--- src/rtl/thermal_irq_pkg.sv ---
package thermal_irq_pkg;
  localparam int CODE_W    = 8;
  localparam int REG_W     = 32;
  localparam int ADDR_W    = 8;
  localparam int MAX_LVL   = 4;
  localparam int LVL_STEP  = 4;
  localparam int RISE_BASE = 0;
  localparam int FALL_BASE = 16;

  localparam logic [ADDR_W-1:0] OFS_CTRL  = 8'h00;
  localparam logic [ADDR_W-1:0] OFS_TEMP  = 8'h04;
  localparam logic [ADDR_W-1:0] OFS_RISE  = 8'h08;
  localparam logic [ADDR_W-1:0] OFS_FALL  = 8'h0C;
  localparam logic [ADDR_W-1:0] OFS_INTEN = 8'h10;
  localparam logic [ADDR_W-1:0] OFS_STAT  = 8'h14;
  localparam logic [ADDR_W-1:0] OFS_CLR   = 8'h18;
  localparam logic [ADDR_W-1:0] OFS_EMU   = 8'h1C;

  localparam logic [1:0] CORE_ON  = 2'b11;
  localparam logic [1:0] CORE_OFF = 2'b10;

  function automatic logic [REG_W-1:0] lvl_mask(int levels);
    logic [REG_W-1:0] m;
    m = '0;
    for (int i = 0; i < levels; i++) begin
      m[RISE_BASE + LVL_STEP*i] = 1'b1;
      m[FALL_BASE + LVL_STEP*i] = 1'b1;
    end
    return m;
  endfunction
endpackage

--- src/rtl/thermal_cfg_regs.sv ---
module thermal_cfg_regs
  import thermal_irq_pkg::*;
#(
  parameter int LEVELS = 4
) (
  input  logic              clk_i,
  input  logic              rst_ni,
  input  logic              wr_i,
  input  logic [ADDR_W-1:0] addr_i,
  input  logic [REG_W-1:0]  wdata_i,
  output logic [1:0]        ctrl_o,
  output logic [REG_W-1:0]  rise_thr_o,
  output logic [REG_W-1:0]  fall_thr_o,
  output logic [REG_W-1:0]  inten_o,
  output logic [REG_W-1:0]  emu_o
);
  localparam logic [REG_W-1:0] EN_MASK = lvl_mask(LEVELS);

  always_ff @(posedge clk_i or negedge rst_ni) begin
    if (!rst_ni) begin
      ctrl_o     <= CORE_OFF;
      rise_thr_o <= '1;
      fall_thr_o <= '0;
      inten_o    <= '0;
      emu_o      <= '0;
    end else if (wr_i) begin
      case (addr_i)
        OFS_CTRL:  ctrl_o     <= wdata_i[1:0];
        OFS_RISE:  rise_thr_o <= wdata_i;
        OFS_FALL:  fall_thr_o <= wdata_i;
        OFS_INTEN: inten_o    <= wdata_i & EN_MASK;
        OFS_EMU:   emu_o      <= wdata_i;
        default: ;
      endcase
    end
  end
endmodule

--- src/rtl/thermal_level_cell.sv ---
module thermal_level_cell
  import thermal_irq_pkg::*;
(
  input  logic              clk_i,
  input  logic              rst_ni,
  input  logic [CODE_W-1:0] code_i,
  input  logic [CODE_W-1:0] rise_thr_i,
  input  logic [CODE_W-1:0] fall_thr_i,
  input  logic              clr_rise_i,
  input  logic              clr_fall_i,
  output logic              rise_st_o,
  output logic              fall_st_o,
  output logic              armed_o
);
  logic rise_hit, fall_hit;

  assign rise_hit = code_i >= rise_thr_i;
  // zero falling byte disables the level's falling detection
  assign fall_hit = armed_o && (fall_thr_i != '0) && (code_i <= fall_thr_i);

  always_ff @(posedge clk_i or negedge rst_ni) begin
    if (!rst_ni) begin
      rise_st_o <= 1'b0;
      fall_st_o <= 1'b0;
      armed_o   <= 1'b0;
    end else begin
      // set condition outranks a same-edge clear
      rise_st_o <= (rise_st_o && !clr_rise_i) || rise_hit;
      fall_st_o <= (fall_st_o && !clr_fall_i) || fall_hit;
      if (rise_hit)      armed_o <= 1'b1;
      else if (fall_hit) armed_o <= 1'b0;
    end
  end
endmodule

--- src/rtl/thermal_irq_ctrl.sv ---
module thermal_irq_ctrl
  import thermal_irq_pkg::*;
#(
  parameter int LEVELS = 4
) (
  input  logic              clk_i,
  input  logic              rst_ni,
  input  logic [CODE_W-1:0] sens_code_i,
  input  logic [ADDR_W-1:0] bus_addr_i,
  input  logic              bus_we_i,
  input  logic [REG_W-1:0]  bus_wdata_i,
  output logic [REG_W-1:0]  bus_rdata_o,
  output logic              irq_o
);
  localparam logic [REG_W-1:0] EN_MASK = lvl_mask(LEVELS);

  logic [1:0]        ctrl_q;
  logic [REG_W-1:0]  rise_thr, fall_thr, inten_q, emu_q;
  logic [CODE_W-1:0] eff_code;
  logic [LEVELS-1:0] rise_st, fall_st, armed;
  logic [REG_W-1:0]  stat_img, clr_vec;
  logic              core_on;

  thermal_cfg_regs #(.LEVELS(LEVELS)) u_regs (
    .clk_i      (clk_i),
    .rst_ni     (rst_ni),
    .wr_i       (bus_we_i),
    .addr_i     (bus_addr_i),
    .wdata_i    (bus_wdata_i),
    .ctrl_o     (ctrl_q),
    .rise_thr_o (rise_thr),
    .fall_thr_o (fall_thr),
    .inten_o    (inten_q),
    .emu_o      (emu_q)
  );

  assign eff_code = emu_q[0] ? emu_q[15:8] : sens_code_i;
  assign core_on  = (ctrl_q == CORE_ON);
  assign clr_vec  = (bus_we_i && bus_addr_i == OFS_CLR) ? (bus_wdata_i & EN_MASK) : '0;

  for (genvar g = 0; g < LEVELS; g++) begin : g_lvl
    thermal_level_cell u_cell (
      .clk_i      (clk_i),
      .rst_ni     (rst_ni),
      .code_i     (eff_code),
      .rise_thr_i (rise_thr[CODE_W*g +: CODE_W]),
      .fall_thr_i (fall_thr[CODE_W*g +: CODE_W]),
      .clr_rise_i (clr_vec[RISE_BASE + LVL_STEP*g]),
      .clr_fall_i (clr_vec[FALL_BASE + LVL_STEP*g]),
      .rise_st_o  (rise_st[g]),
      .fall_st_o  (fall_st[g]),
      .armed_o    (armed[g])
    );
  end

  always_comb begin
    stat_img = '0;
    for (int i = 0; i < LEVELS; i++) begin
      stat_img[RISE_BASE + LVL_STEP*i] = rise_st[i];
      stat_img[FALL_BASE + LVL_STEP*i] = fall_st[i];
    end
  end

  assign irq_o = core_on && |(stat_img & inten_q);

  always_comb begin
    case (bus_addr_i)
      OFS_CTRL:  bus_rdata_o = {{(REG_W-2){1'b0}}, ctrl_q};
      OFS_TEMP:  bus_rdata_o = {{(REG_W-CODE_W){1'b0}}, eff_code};
      OFS_RISE:  bus_rdata_o = rise_thr;
      OFS_FALL:  bus_rdata_o = fall_thr;
      OFS_INTEN: bus_rdata_o = inten_q;
      OFS_STAT:  bus_rdata_o = stat_img;
      OFS_EMU:   bus_rdata_o = emu_q;
      default:   bus_rdata_o = '0;
    endcase
  end
endmodule

--- config.mk ---
export PLATFORM = sky130hd
export DESIGN_NAME = thermal_irq_ctrl
export DESIGN_NICKNAME = d
export VERILOG_FILES = /design/src/rtl/thermal_irq_pkg.sv /design/src/rtl/thermal_cfg_regs.sv /design/src/rtl/thermal_level_cell.sv /design/src/rtl/thermal_irq_ctrl.sv
export SDC_FILE = /design/constraint.sdc
export NUM_CORES = 1
export LEC_CHECK = 0
export ABC_CLOCK_PERIOD_IN_PS = 2850
export CAP_MARGIN = 10
export CORE_AREA = 2 2 163 165
export DETAILED_ROUTE_END_ITERATION = 7
export DIE_AREA = 0 0 165 167
export GPL_TIMING_DRIVEN = 0
export HOLD_SLACK_MARGIN = 0.12
export SKIP_CTS_REPAIR_TIMING = 1
export SLEW_MARGIN = 15
export SYNTH_ARGS = -nofsm -noshare
export SYNTH_HDL_FRONTEND = slang
export SYNTH_HIERARCHICAL = 1
export SYNTH_SLANG_ARGS = --single-unit
--- constraint.sdc ---
create_clock -name clk_i -period 2.85 [get_ports clk_i]
set_clock_uncertainty 0.1 [all_clocks]
set_input_delay 0.57 -clock clk_i [delete_from_list [all_inputs] [get_ports clk_i]]
set_output_delay 0.57 -clock clk_i [all_outputs]
set_load 0.02 [all_outputs]
Word-level counts from Yosys, hierarchy flattened

Index checks and enable logic that the tools add are counted.

Multiply operators: 0
Reduce and logical (&&, ||, !) cells: 49
Add/sub/neg operators: 0
Bitwise operators: 1
Multiplexer cells: 11
Shifts and indexed selects: 0
Eq/ne operators: 8
Div/mod/pow operators: 0
Order comparisons: 8

Operator list:

| cell                                                            | number |
|---|---|
| 32-bit one-hot mux with 7 select lines                          | 1 |
| 8-bit by 5-bit == test with 1-bit output, second input constant | 4 |
| 8-bit greater-or-equal comparator                               | 4 |
| 8-bit less-or-equal comparator                                  | 4 |
| 8-bit nonzero test                                              | 4 |
| 32-bit OR reduction                                             | 1 |
| 29-bit bitwise AND                                              | 1 |
| 29-bit 2-to-1 mux                                               | 1 |
| 1-bit logical AND                                               | 18 |
| 8-bit by 4-bit == test with 1-bit output, second input constant | 2 |
| 2-bit AND reduction                                             | 5 |
| 8-bit by 3-bit == test with 1-bit output, second input constant | 1 |
| 1-bit logical NOT                                               | 8 |
| 8-bit logical NOT                                               | 1 |
| 1-bit logical OR                                                | 8 |
| 1-bit 2-to-1 mux                                                | 8 |
| 8-bit 2-to-1 mux                                                | 1 |
| 2-bit nonzero test                                              | 4 |
| 2-bit == test, second input constant                            | 1 |

Output and inout port bits: 33
Word-level logic and storage cells: 94
Register bits: 118
Latch bits: 0
Bits in read-only memories: 0
Memories kept: 0
Memory bits (writable): 0
Input bits: 51

Longest topological paths before layout

Depth in word-level cells: 6
Depth in mapped cells: 9
Gate-level depth less buffers: 8

Modules after synthesis

The synthesis kept the hierarchy.

Modules (own cells, without submodules):

| module             | instances | sequential area each (µm²) | area an instance (µm²) | cells an instance |
|---|---|---|---|---|
| thermal_cfg_regs   | 1         | 2693.8                     | 4337.9                 | 259 |
| thermal_level_cell | 4         | 75.1                       | 505.5                  | 63 |
| thermal_irq_ctrl   | 1         | 0.0                        | 1257.5                 | 183 |

Least setup slack after synthesis

No wires, ideal clock.

Path type: input to output
Start point: input bus_addr_i[1]
End point: output bus_rdata_o[4]
Setup slack: 0.124 ns
Required time: 2.180 ns
Arrival time: 2.056 ns
Buffers on the path: 1
Stages on the path: 5
Path through: or3b_2 -> buf_2 -> nor2_1 -> a22oi_1 -> o21ai_0

Word-level cells in the longest chain between the ends: 2
Elaborated cells on any way between the ends: 8
Classes of those cells: 6 x eq/ne; 1 x mux; 1 x reduce/logical

Ends and longest elaborated chain:

| item                                                                   | RTL line               | text |
|---|---|---|
| from (decl)                                                            | thermal_irq_ctrl.sv:9  | `input logic [ADDR_W-1:0] bus_addr_i,` |
| 8-bit by 5-bit == test with 1-bit output, or another cell as far along | thermal_irq_ctrl.sv:67 | `case (bus_addr_i)` |
| 32-bit one-hot mux with 7 select lines (*)                             | thermal_irq_ctrl.sv:67 |  |
| to (decl)                                                              | thermal_irq_ctrl.sv:12 | `output logic [REG_W-1:0] bus_rdata_o,` |

Mark *: on every way between the ends. The rest lies on a longest branch, timed or not.

Worst setup path in the final report

Start point: input bus_addr_i[7]
End point: output bus_rdata_o[12]

Same word-level chain as after synthesis.

==> impl_metrics.prom <==
# TYPE chip_impl_metric gauge
chip_impl_metric{name="ir_worst_vdd",unit="mV"} 0.2932
chip_impl_info{name="violations_in_the_final_reports",value="negative setup slack"} 1
chip_impl_metric{name="post_synth_fa_ha_maj_area_fraction",unit="%"} 10.51
chip_impl_metric{name="final_period_minus_worst_setup_slack",unit="ps"} 3015
chip_impl_metric{name="route.detailed.vias_per_inst",unit=""} 5.052
chip_impl_metric{name="period_utilization_post_route",unit="%"} 105.8
chip_impl_info{name="layout.cells.most_common",value="dfrtp_1"} 1
chip_impl_metric{name="yosysWarnings",unit=""} 6
chip_impl_metric{name="floorplan.initialDensity",unit="%"} 29.57
chip_impl_metric{name="drc_errors",unit=""} 0
chip_impl_metric{name="layout-area-overhead-vs-synth",unit="%"} 31.50
chip_impl_metric{name="layoutNonFillerInstCount",unit=""} 1183
chip_impl_metric{name="setup.reg_to_reg.worst_slack",unit="ps"} 370
chip_impl_info{name="kind_of_launch_point_of_the_worst_setup_path",value="input port"} 1
chip_impl_info{name="crit_path_end",value="bus_rdata_o[12]"} 1
chip_impl_metric{name="timing.critical_path.slowest_cell_delay",unit="ps"} 540
chip_impl_metric{name="detailroute.via_count",unit=""} 5977
chip_impl_metric{name="layout.nets",unit=""} 950
chip_impl_metric{name="clk_pin_slew_worst_paths",unit="ps"} 60
chip_impl_info{name="clock_tree.root_cell",value="clkbuf_16"} 1
chip_impl_metric{name="grt.overflow.total",unit=""} 0
chip_impl_metric{name="drive_gt1_share",unit="%"} 29.36
chip_impl_metric{name="fp.dieArea",unit="sq um"} 27560
chip_impl_metric{name="clock.fmax",unit="GHz"} 0.3316
chip_impl_metric{name="ys_types",unit=""} 54
chip_impl_metric{name="htreeDepth",unit=""} 4
chip_impl_metric{name="yosys_register_bits",unit=""} 118
chip_impl_info{name="cts_tree",value="done"} 1
chip_impl_info{name="crit_start",value="bus_addr_i[7]"} 1
chip_impl_info{name="largest_family_of_logic_cells_by_synthesized_area",value="multiplexers"} 1
chip_impl_metric{name="cts_num_sinks",unit=""} 118
chip_impl_metric{name="gp_congestion",unit=""} 0.8009
chip_impl_metric{name="crit_path_max_fanout",unit=""} 7
chip_impl_metric{name="grt_antenna_before_repair",unit=""} 0
chip_impl_info{name="most-common-layout-cells",value="dfrtp_1 (85), mux2_1 (75), inv_1 (72)"} 1
chip_impl_metric{name="fp.dieW",unit="um"} 165
chip_impl_metric{name="route.detailed.wl_per_inst",unit="um"} 19.82
chip_impl_info{name="run_status",value="finished with violations"} 1
chip_impl_metric{name="synth.avg_cell_area",unit="sq um"} 10.98
chip_impl_metric{name="grt_pass1_wl",unit="um"} 35630
chip_impl_metric{name="tightest_slew",unit="ps"} 877.7
chip_impl_metric{name="pin_count_of_the_biggest_net_entering_global_routing",unit=""} 61
chip_impl_metric{name="synth-simple-area-share",unit="%"} 8.016
chip_impl_metric{name="worstSkewPairLatency",unit="ps"} 430
chip_impl_metric{name="synthMuxAreaShare",unit="%"} 18.99
chip_impl_metric{name="relSlewSlack",unit="%"} 41.48
chip_impl_metric{name="asyncSetResetFlopFracSynth",unit="%"} 100.0
chip_impl_info{name="path_class",value="input port to output pin"} 1
chip_impl_metric{name="first_global_vias",unit=""} 6093
chip_impl_metric{name="detail_route.wirelength",unit="um"} 23450
chip_impl_metric{name="fin_area",unit="sq um"} 10020
chip_impl_metric{name="final-setup-viol-count",unit=""} 28
chip_impl_metric{name="design_power_total",unit="mW"} 4.584
chip_impl_info{name="synth_flop_cell",value="dfrtp_1"} 1
chip_impl_metric{name="synth_seq_area_share",unit="%"} 39.31
chip_impl_metric{name="hpwl",unit="um"} 16520
chip_impl_metric{name="port_buffers",unit=""} 83
chip_impl_metric{name="ant_nets",unit=""} 0
chip_impl_metric{name="cap_violations",unit=""} 0
chip_impl_metric{name="compound_cell_area_share_of_the_yosys_netlist",unit="%"} 15.08
chip_impl_metric{name="dpl.cell_count",unit=""} 1136
chip_impl_metric{name="worst_r2r_path_depth",unit=""} 7
chip_impl_metric{name="core",unit="sq um"} 25760
chip_impl_metric{name="ctsLongestPathBuffers",unit=""} 2
chip_impl_info{name="critical_path.reg2reg.endpoint",value="g_lvl[3].u_cell/rise_st_o"} 1
chip_impl_metric{name="crit_required",unit="ps"} 2180
chip_impl_info{name="cpMaxStageDelayCell",value="or4_4"} 1
chip_impl_metric{name="num_io_pins",unit=""} 84
chip_impl_metric{name="drt_first_pass_iters",unit=""} 4
chip_impl_metric{name="num_rows",unit=""} 59
chip_impl_info{name="cp_common_cell",value="buf_12"} 1
chip_impl_metric{name="timing.final.ws_setup",unit="ps"} -165.4
chip_impl_metric{name="timing.final.hold_violations",unit=""} 0
chip_impl_metric{name="initialDrtViolationCount",unit=""} 330
chip_impl_info{name="reg2reg_from",value="u_regs/emu_o[0]"} 1
chip_impl_metric{name="leakage",unit="nW"} 4.547
chip_impl_metric{name="post_detailed_placement_cell_area",unit="sq um"} 8982
chip_impl_metric{name="die-height",unit="um"} 167
chip_impl_metric{name="final-max-slew-violation-count",unit=""} 0
chip_impl_metric{name="power_per_cell_area",unit="nW/um^2"} 457.6
chip_impl_metric{name="synth_edf_count",unit=""} 0
chip_impl_info{name="timing.critical_path.cells",value="buf_12 > or4_4 > buf_12 > nor3_4 > buf_12 > a22oi_1 > o211ai_1 > buf_4"} 1
chip_impl_metric{name="post_synthesis_share_of_cell_area_spent_on_xor_and_xnor_gates",unit="%"} 0
chip_impl_metric{name="syn-instance-count",unit=""} 694
chip_impl_info{name="timing.critical_path.to_type",value="output pin"} 1
chip_impl_metric{name="fin_worst_hold_slack",unit="ps"} 396.4
chip_impl_metric{name="globalRouteTotalUtil",unit="%"} 17.20
chip_impl_metric{name="cts-buffers-inserted",unit=""} 17
chip_impl_metric{name="crit_arrival",unit="ps"} 2350
chip_impl_info{name="unrepaired_setup_endpoints_after_global_routing",value="yes"} 1
chip_impl_info{name="worst_hold_path_type",value="flip-flop to flip-flop"} 1
chip_impl_metric{name="synthesis.area",unit="sq um"} 7617
chip_impl_metric{name="antenna-diode-count",unit=""} 0
[stage by stage]
stage,TNS (ps),utilization (%),setup WS [ps]
after global routing,-4417,38.88,-210.4
after floorplan,0,-,124.0
after CTS,-48180,37.11,-1816
after detailed placement,-78170,34.86,-1812
after global placement,-460800,34.75,-3695
final,-3261,38.88,-165.4
[kinds of logic after synthesis]
| family | after synthesis |
|---|---|
| fa+ha+maj | 64 |
| buf+inv | 125 |
| mux | 119 |
| other cells | 1 |
| compound gates | 166 |
| flops | 118 |
| simple gates | 101 |
[worst min path at each step]
stage / cells after the start / startpoint / to / slack (ps)
6_report: 1 / u_regs/emu_o[31] / u_regs/emu_o[31] / 400
5_1_grt: 1 / u_regs/emu_o[19] / u_regs/emu_o[19] / 420
4_1_cts: 1 / rst_ni / u_regs/emu_o[3] / 40
3_5_place_dp: 1 / u_regs/emu_o[0] / u_regs/emu_o[0] / 380
3_3_place_gp: 1 / u_regs/emu_o[0] / u_regs/emu_o[0] / 370
2_1_floorplan: 0 / rst_ni / g_lvl[0].u_cell/armed_o / 170
[layout make-up]
type	count	area (sq um)
Inverter	72	270.3
Fill cell	2466	15750
Sequential cell	118	2994
Multi-Input combinational cell	474	4352
Clock inverter	9	100.1
Timing Repair Buffer	101	996.0
Tap cell	335	419.2
Buffer	51	407.9
Clock buffer	23	478.0
[synthesized netlist by cell type (5+ instances only)]
library cell / count / area share, %
nor4_1: 9 / 0.74
dfstp_2: 33 / 11
a22oi_1: 59 / 5.8
a21oi_1: 18 / 1.2
ha_1: 64 / 11
mux2i_1: 5 / 0.66
mux2_4: 30 / 5.9
o211ai_1: 15 / 1.5
nand2_1: 25 / 1.2
buf_4: 24 / 2.4
a31oi_1: 5 / 0.41
dfrtp_1: 85 / 28
clkbuf_1: 11 / 0.54
o21ai_1: 14 / 0.92
inv_1: 72 / 3.5
buf_2: 13 / 0.85
nor2_1: 10 / 0.49
mux2_1: 75 / 11
and3_1: 5 / 0.41
buf_6: 5 / 0.74
a22o_1: 5 / 0.57
and2_1: 10 / 0.82
o21ai_0: 17 / 1.1
mux2_2: 9 / 1.3
o221ai_1: 8 / 0.92
a221o_1: 5 / 0.66
nand4_1: 8 / 0.66
nand3_1: 6 / 0.39
[flip-flops by register name (all words and copies together), names as in the netlist]
signal and cells:
g_lvl.u_cell/fall_st_o 4, u_regs/inten_o 8, u_regs/emu_o 32, g_lvl.u_cell/rise_st_o 4, g_lvl.u_cell/armed_o 4, u_regs/ctrl_o 2, u_regs/fall_thr_o 32, u_regs/rise_thr_o 32
[report_power, final]
part / total [mW] / switching [mW] / leakage (nW) / internal (mW)
Clock: 2.13 / 0.785 / 0.283 / 1.35
Sequential: 1.84 / 0.0712 / 1.45 / 1.77
Combinational: 0.609 / 0.318 / 2.81 / 0.291
[worst max-delay path, delay by kind of cell]
| family | cells | cell delay (ps) |
|---|---|---|
| and+or+nand+nor | 2 | 820 |
| AOI/OAI and AO/OA | 2 | 290 |
| buffers and inverters | 4 | 660 |
[metal layers]
metal | global-route usage (%) | part of all wire (%) | routed length [um] | vias to the layer above
met1 | 22.49 | 45 | 10660 | 3022
met2 | 28.17 | 49 | 11490 | 124
met3 | 4.234 | 4.1 | 973 | 22
met4 | 4.726 | 1.4 | 329 | 0
met5 | 0 | 0 | 0 | -
li1 | - | - | - | 2809
(Power assumes the default switching activity.)
